<file path="src/rtl/ebc_pkg.sv">
package ebc_pkg;
  localparam int NBYTES = 4;
  localparam int DW     = 8 * NBYTES;

  typedef enum logic {
    ST_IDLE,
    ST_ACTIVE
  } ebc_state_e;
endpackage

</file>
<file path="src/rtl/ebc_ack_sync.sv">
module ebc_ack_sync (
  input  logic clk_i,
  input  logic rst_ni,
  input  logic ack_ni,
  output logic ack_o
);
  logic s1_q, s2_q;

  always_ff @(posedge clk_i or negedge rst_ni) begin
    if (!rst_ni) begin
      s1_q <= 1'b1;
      s2_q <= 1'b1;
    end else begin
      s1_q <= ack_ni;
      s2_q <= s1_q;
    end
  end

  assign ack_o = ~s2_q;
endmodule

</file>
<file path="src/rtl/ebc_cycle_cnt.sv">
module ebc_cycle_cnt #(
  parameter int CW = 10
) (
  input  logic          clk_i,
  input  logic          rst_ni,
  input  logic          clr_i,
  input  logic          en_i,
  output logic [CW-1:0] cnt_o
);
  always_ff @(posedge clk_i or negedge rst_ni) begin
    if (!rst_ni)    cnt_o <= '0;
    else if (clr_i) cnt_o <= '0;
    else if (en_i)  cnt_o <= cnt_o + 1'b1;
  end
endmodule

</file>
<file path="src/rtl/ebc_strobe.sv">
module ebc_strobe #(
  parameter int NB = 4
) (
  input  logic          strobe_on_i,
  input  logic          rd_i,
  input  logic          rd_no_eb_i,
  input  logic [NB-1:0] be_i,
  output logic [NB-1:0] eb_no,
  output logic          oe_no
);
  logic eb_allow;
  assign eb_allow = strobe_on_i && (!rd_i || !rd_no_eb_i);

  // strobe k drives the lane counted from the top byte down
  for (genvar k = 0; k < NB; k++) begin : g_lane
    assign eb_no[k] = ~(eb_allow && be_i[NB-1-k]);
  end

  assign oe_no = ~(strobe_on_i && rd_i);
endmodule

</file>
<file path="src/rtl/ebc_ctrl.sv">
module ebc_ctrl
  import ebc_pkg::*;
#(
  parameter int AW      = 24,
  parameter int WAIT_W  = 6,
  parameter int TIMEOUT = 1022
) (
  input  logic              clk_i,
  input  logic              rst_ni,
  input  logic              req_i,
  input  logic [AW-1:0]     req_addr_i,
  input  logic [DW-1:0]     req_wdata_i,
  input  logic              req_we_i,
  input  logic [NBYTES-1:0] req_be_i,
  input  logic              cfg_use_wait_i,
  input  logic [WAIT_W-1:0] cfg_wait_i,
  input  logic              cfg_late_strobe_i,
  input  logic              cfg_rd_no_eb_i,
  output logic              busy_o,
  output logic [AW-1:0]     ext_addr_o,
  output logic              ext_cs_no,
  output logic              ext_oe_no,
  output logic              ext_rw_o,
  output logic [NBYTES-1:0] ext_eb_no,
  output logic [DW-1:0]     ext_wdata_o,
  output logic              ext_wdata_oe_o,
  input  logic [DW-1:0]     ext_rdata_i,
  input  logic              ext_ack_ni,
  output logic              rsp_done_o,
  output logic              rsp_err_o,
  output logic [DW-1:0]     rsp_rdata_o
);
  localparam int TW = $clog2(TIMEOUT);
  localparam int CW = (TW > WAIT_W) ? TW : WAIT_W;
  localparam logic [CW-1:0] TO_LAST = CW'(TIMEOUT - 1);

  ebc_state_e        state_q;
  logic [AW-1:0]     addr_q;
  logic [DW-1:0]     wdata_q;
  logic              we_q, use_wait_q, late_q, rd_no_eb_q;
  logic [NBYTES-1:0] be_q;
  logic [WAIT_W-1:0] wait_q;
  logic              done_q, err_q;
  logic [DW-1:0]     rdata_q;
  logic [CW-1:0]     cnt;
  logic              ack_s;

  logic active, start, hit_wait, hit_ack, hit_to, term, strobe_on;

  assign active   = (state_q == ST_ACTIVE);
  assign start    = (state_q == ST_IDLE) && req_i;
  assign hit_wait = use_wait_q && (cnt == CW'(wait_q));
  assign hit_ack  = !use_wait_q && ack_s;
  assign hit_to   = !use_wait_q && !ack_s && (cnt == TO_LAST);
  assign term     = active && (hit_wait || hit_ack || hit_to);
  assign strobe_on = active && (!late_q || cnt != '0);

  ebc_ack_sync u_sync (
    .clk_i  (clk_i),
    .rst_ni (rst_ni),
    .ack_ni (ext_ack_ni),
    .ack_o  (ack_s)
  );

  ebc_cycle_cnt #(.CW(CW)) u_cnt (
    .clk_i  (clk_i),
    .rst_ni (rst_ni),
    .clr_i  (start),
    .en_i   (active),
    .cnt_o  (cnt)
  );

  ebc_strobe #(.NB(NBYTES)) u_strb (
    .strobe_on_i (strobe_on),
    .rd_i        (!we_q),
    .rd_no_eb_i  (rd_no_eb_q),
    .be_i        (be_q),
    .eb_no       (ext_eb_no),
    .oe_no       (ext_oe_no)
  );

  always_ff @(posedge clk_i or negedge rst_ni) begin
    if (!rst_ni) begin
      state_q    <= ST_IDLE;
      addr_q     <= '0;
      wdata_q    <= '0;
      we_q       <= 1'b0;
      be_q       <= '0;
      use_wait_q <= 1'b0;
      wait_q     <= '0;
      late_q     <= 1'b0;
      rd_no_eb_q <= 1'b0;
      done_q     <= 1'b0;
      err_q      <= 1'b0;
      rdata_q    <= '0;
    end else begin
      done_q <= term && !hit_to;
      err_q  <= term && hit_to;
      if (start) begin
        state_q    <= ST_ACTIVE;
        addr_q     <= req_addr_i;
        wdata_q    <= req_wdata_i;
        we_q       <= req_we_i;
        be_q       <= req_be_i;
        use_wait_q <= cfg_use_wait_i;
        wait_q     <= cfg_wait_i;
        late_q     <= cfg_late_strobe_i;
        rd_no_eb_q <= cfg_rd_no_eb_i;
      end else if (term) begin
        state_q <= ST_IDLE;
        if (!we_q) rdata_q <= ext_rdata_i;
      end
    end
  end

  assign busy_o         = active;
  assign ext_addr_o     = addr_q;
  assign ext_cs_no      = ~active;
  assign ext_rw_o       = ~(active && we_q);
  assign ext_wdata_o    = wdata_q;
  assign ext_wdata_oe_o = active && we_q;
  assign rsp_done_o     = done_q;
  assign rsp_err_o      = err_q;
  assign rsp_rdata_o    = rdata_q;


  addr_hold_chk: assert property (@(posedge clk_i) disable iff (!rst_ni)
    (!ext_cs_no && $past(!ext_cs_no)) |-> $stable(ext_addr_o));


  oe_read_only_chk: assert property (@(posedge clk_i) disable iff (!rst_ni)
    !ext_oe_no |-> (ext_rw_o && !ext_cs_no));


  rd_eb_quiet_chk: assert property (@(posedge clk_i) disable iff (!rst_ni)
    (active && !we_q && rd_no_eb_q) |-> (&ext_eb_no));


  err_ack_mode_chk: assert property (@(posedge clk_i) disable iff (!rst_ni)
    rsp_err_o |-> (!rsp_done_o && !$past(use_wait_q)));


  rsp_pulse_chk: assert property (@(posedge clk_i) disable iff (!rst_ni)
    (rsp_done_o || rsp_err_o) |=> !(rsp_done_o || rsp_err_o));


  idle_on_rsp_chk: assert property (@(posedge clk_i) disable iff (!rst_ni)
    (rsp_done_o || rsp_err_o) |-> (ext_cs_no && ext_oe_no && (&ext_eb_no) && !busy_o));
endmodule

</file>
<file path="config.mk">
export PLATFORM = sky130hd
export DESIGN_NAME = ebc_ctrl
export DESIGN_NICKNAME = d
export VERILOG_FILES = /design/src/rtl/ebc_pkg.sv /design/src/rtl/ebc_ack_sync.sv /design/src/rtl/ebc_cycle_cnt.sv /design/src/rtl/ebc_strobe.sv /design/src/rtl/ebc_ctrl.sv
export SDC_FILE = /design/constraint.sdc
export NUM_CORES = 1
export LEC_CHECK = 0
export BUFFER_PORTS_ARGS = -buffer_cell sky130_fd_sc_hd__clkbuf_2
export CAP_MARGIN = 20
export CORE_MARGIN = 2
export CORE_UTILIZATION = 40
export DETAILED_ROUTE_END_ITERATION = 10
export PLACE_DENSITY = 0.74
export SYNTH_ARGS = -nofsm -noshare
export SYNTH_HDL_FRONTEND = slang
export SYNTH_SLANG_ARGS = --single-unit
</file>
<file path="constraint.sdc">
create_clock -name clk_i -period 5.66 [get_ports clk_i]
set_input_delay 0.566 -clock clk_i [delete_from_list [all_inputs] [get_ports clk_i]]
set_output_delay 0.566 -clock clk_i [all_outputs]
set_load 0.05 [all_outputs]
</file>
==> metrics.txt <==
# TYPE chip_impl_metric gauge
chip_impl_metric{name="synth_warnings",unit=""} 0
chip_impl_metric{name="grt_first_pass_wirelength",unit="um"} 19000
chip_impl_info{name="ys_flop_type",value="sky130_fd_sc_hd__dfrtp_1"} 1
chip_impl_metric{name="place_congestion",unit=""} 0.806
chip_impl_info{name="end_kind",value="output pin"} 1
chip_impl_metric{name="final_core_util",unit=""} 0.561
chip_impl_metric{name="clkLatencyLatePin",unit="ns"} 0.41
chip_impl_metric{name="initialDrtViolationCount",unit=""} 221
chip_impl_metric{name="detail_route.wirelength",unit="um"} 11600
chip_impl_metric{name="clock_sinks",unit=""} 117
chip_impl_metric{name="total_leakage_power",unit="nW"} 3.57
chip_impl_metric{name="groute.usage.overall",unit=""} 0.188
chip_impl_metric{name="path_buf_inv",unit=""} 1
chip_impl_metric{name="post_cts.repair.setup_buffers",unit=""} 0
chip_impl_metric{name="remaining_max_slew_budget_at_the_tightest_pin",unit=""} 0.467
chip_impl_metric{name="setup_viol",unit=""} 0
chip_impl_info{name="post_synth_main_area_contributors",value="sky130_fd_sc_hd__dfrtp_1 (60%), sky130_fd_sc_hd__nand2_1 (18%), sky130_fd_sc_hd__mux2_4 (9.4%), sky130_fd_sc_hd__buf_12 (1.3%), sky130_fd_sc_hd__dfstp_2 (1.1%)"} 1
chip_impl_metric{name="clk_pin_slew_worst_paths",unit="ns"} 0.05
chip_impl_metric{name="route.detailed.drc",unit=""} 0
chip_impl_info{name="worstPathCellList",value="nor4_2 > nand4_1 > and3_1 > nand2_1 > clkbuf_2"} 1
chip_impl_metric{name="routed_wire_length_per_instance",unit="um"} 14.2
chip_impl_metric{name="port_buffers",unit=""} 204
chip_impl_metric{name="required",unit="ns"} 5.09
chip_impl_metric{name="finalClockSkew",unit="ns"} 0.00555
chip_impl_metric{name="area_delta_synth_final",unit="%"} 35.3
chip_impl_metric{name="syn_area",unit="um^2"} 4790
chip_impl_metric{name="initial_utilization",unit=""} 0.414
chip_impl_metric{name="synth_enable_flop_cells",unit=""} 0
chip_impl_metric{name="clk_path_buf_depth",unit=""} 2
chip_impl_metric{name="cts.hold.buffers_added",unit=""} 0
chip_impl_info{name="cpLargestDelayFamily",value="simple AND/OR/NAND/NOR gates"} 1
chip_impl_metric{name="hpwlAfterDp",unit="um"} 8040
chip_impl_metric{name="yosys.area_share.simple",unit=""} 0.215
chip_impl_metric{name="period_share",unit=""} 0.451
chip_impl_metric{name="antennaDiodeCount",unit=""} 0
chip_impl_info{name="critical_path.reg2reg.startpoint",value="busy_o"} 1
chip_impl_info{name="worst_hold_class",value="in -> async"} 1
chip_impl_metric{name="proportion_of_synthesized_chip_area_in_sequential_cells",unit=""} 0.611
chip_impl_metric{name="synth_largest_type_area_fraction",unit=""} 0.601
chip_impl_metric{name="power.ir.vdd_worst",unit="mV"} 0.448
chip_impl_metric{name="placementRows",unit=""} 39
chip_impl_metric{name="grt-ovfl-total",unit=""} 0
chip_impl_metric{name="num_io_pins",unit=""} 205
chip_impl_metric{name="cts_resized",unit=""} 0
chip_impl_metric{name="postSynthRegisterBits",unit=""} 117
chip_impl_metric{name="detail-route-antenna-nets",unit=""} 0
chip_impl_metric{name="tritoncts.num_buffers",unit=""} 17
chip_impl_metric{name="post_synthesis_cell_type_count",unit=""} 35
chip_impl_info{name="netlist_top_cells_count",value="sky130_fd_sc_hd__nand2_1 (227), sky130_fd_sc_hd__dfrtp_1 (115), sky130_fd_sc_hd__mux2_4 (30)"} 1
chip_impl_info{name="timing_worst_setup_path_type",value="reg -> out"} 1
chip_impl_metric{name="synthXorXnorAreaFrac",unit=""} 0.0128
chip_impl_info{name="clock_tree.root_cell",value="sky130_fd_sc_hd__clkbuf_16"} 1
chip_impl_metric{name="fin_tns_setup",unit="ns"} 0
chip_impl_metric{name="floorplan.die_area",unit="um^2"} 12900
chip_impl_metric{name="grt_max_degree",unit=""} 78
chip_impl_metric{name="timing.critical_path.slowest_cell_delay",unit="ns"} 0.41
chip_impl_metric{name="maximum_fanout_encountered_on_the_critical_timing_path",unit=""} 4
chip_impl_metric{name="max_freq",unit="GHz"} 0.392
chip_impl_info{name="first_element_of_the_critical_path",value="u_cnt.cnt_o[8]"} 1
chip_impl_metric{name="synth_cells",unit=""} 455
chip_impl_metric{name="synth.mux.area_fraction",unit=""} 0.101
chip_impl_metric{name="max_cap_viols",unit=""} 0
chip_impl_metric{name="transition_time_of_the_tightest_slew_check_pin",unit="ns"} 0.800
chip_impl_metric{name="power.density_cell_area",unit="nW/um^2"} 753
chip_impl_metric{name="synth-adder-area-share",unit=""} 0.00783
chip_impl_info{name="run_status",value="completed"} 1
chip_impl_info{name="synth_top_area_cell",value="sky130_fd_sc_hd__dfrtp_1"} 1
chip_impl_metric{name="drt-pass1-iter-count",unit=""} 4
chip_impl_info{name="synth.most_common_cell",value="sky130_fd_sc_hd__nand2_1"} 1
chip_impl_metric{name="fin_nets",unit=""} 768
chip_impl_metric{name="vias",unit=""} 3911
chip_impl_metric{name="number_of_failing_hold_endpoints_at_the_final_stage",unit=""} 0
chip_impl_metric{name="fp.coreArea",unit="um^2"} 11600
chip_impl_metric{name="timing.critical_path.arrival",unit="ns"} 1.98
chip_impl_info{name="cts_tree",value="built"} 1
chip_impl_metric{name="via_per_inst",unit=""} 4.80
chip_impl_metric{name="cts_max_level",unit=""} 4
chip_impl_metric{name="final_max_slew_viol_count",unit=""} 0
chip_impl_metric{name="synth_compound_area_frac",unit=""} 0.0209
chip_impl_info{name="cp_slowest_cell",value="sky130_fd_sc_hd__dfrtp_1"} 1
chip_impl_metric{name="die_w",unit="um"} 113
chip_impl_metric{name="synthesis.area_per_instance",unit="um^2"} 10.5
chip_impl_metric{name="layout_min_cycle_time",unit="ns"} 2.55
chip_impl_metric{name="synthesis.nets",unit=""} 564
chip_impl_info{name="crit_path_start_kind",value="flop"} 1
chip_impl_info{name="combinational_family_with_the_most_area_after_synthesis",value="simple AND/OR/NAND/NOR gates"} 1
chip_impl_info{name="setup_repair_after_global_routing_missed_its_margin",value="false"} 1
chip_impl_metric{name="final_layout_size_suffix_gt1_frac",unit=""} 0.420
chip_impl_metric{name="first_global_vias",unit=""} 4013
chip_impl_metric{name="ys_async_sr_fraction",unit=""} 1.00
chip_impl_metric{name="antenna_found_initial",unit=""} 0
chip_impl_metric{name="die-height",unit="um"} 113
-- per-stage QoR --
stage	area (um^2)	setup slack (ns)	power (mW)	hold WS [ns]	std cells
floorplan	4790	3.14	3.30	0.270	455
CTS	6480	3.07	4.93	0.205	815
finish	6480	3.11	4.88	0.190	815
detailed placement	5890	3.38	3.86	0.349	783
global placement	5890	3.51	3.80	0.348	783
global route	6480	2.96	5.13	0.224	815
-- cell usage in the layout, fill, tap and decap left out, drive strengths merged, types with 2 or more instances in the layout --
cell type,count
and3,2
nand4,4
nor2,7
xnor2,6
mux2,32
dfstp,2
inv,3
nor4,2
o21ai,6
o31ai,3
clkinv,6
nand2b,2
dfrtp,115
nand3,6
nor3,3
buf,4
clkbuf,227
nand2,227
o211ai,2
ha,3
clkinvlp,2
-- logic make-up (layout without fill, tap and decap cells) --
logic type      after synthesis  after routing
compound gates               14             14
xor+xnor                      7              7
fa+ha+maj                     3              3
buf+inv                      26            243
flops                       117            117
mux                          33             33
simple gates                255            255
-- worst reg2reg max path, cell delays in order, from the launching register on --
cell and delay, ns:
sky130_fd_sc_hd__dfrtp_1 0.58, sky130_fd_sc_hd__clkinv_1 0.34, sky130_fd_sc_hd__nor2_1 0.27, sky130_fd_sc_hd__o31a_4 0.58, sky130_fd_sc_hd__mux2_2 0.42
-- final timing paths --
kind | depth (start not counted) | endpoint | slack [ns]
hold reg to reg | 0 | u_sync.s2_q | 0.35
max in group asynchronous | 2 | wait_q[1] | 4.23
min in group clk_i | 1 | u_sync.s1_q | 0.25
setup / recovery | 5 | ext_eb_no[2] | 3.11
hold / removal | 1 | ext_wdata_o[0] | 0.19
setup reg to reg | 4 | rsp_rdata_o[0] | 3.36
-- state kept, by name, summed over array words and instances, names as in the netlist, 4 cells and up --
signal,flops
ext_wdata_o,32
u_cnt.cnt_o,10
be_q,4
ext_addr_o,24
wait_q,6
rsp_rdata_o,32
-- power breakdown --
| part | switching, mW | internal, mW |
|---|---|---|
| registers | 0.250 | 1.21 |
| clock network | 0.361 | 0.681 |
| logic | 1.76 | 0.612 |
| total | 2.37 | 2.51 |
-- final cells by class --
type | count | area [um^2]
clock buffer | 24 | 522
multi-input combinational | 312 | 1720
inverter | 4 | 15.0
tap | 143 | 179
clock inverter | 8 | 70.1
sequential | 117 | 2930
timing repair buffer | 207 | 1050
fill | 1002 | 5080
-- metal layers --
| layer | routed length [um] | GRT usage | vias up |
|---|---|---|---|
| met5 | 0 | 0 | - |
| met3 | 677 | 0.0569 | 25 |
| li1 | - | - | 1855 |
| met1 | 4840 | 0.232 | 1885 |
| met2 | 5740 | 0.300 | 146 |
| met4 | 303 | 0.100 | 0 |
Note: power is estimated with default switching activity, not from simulation.
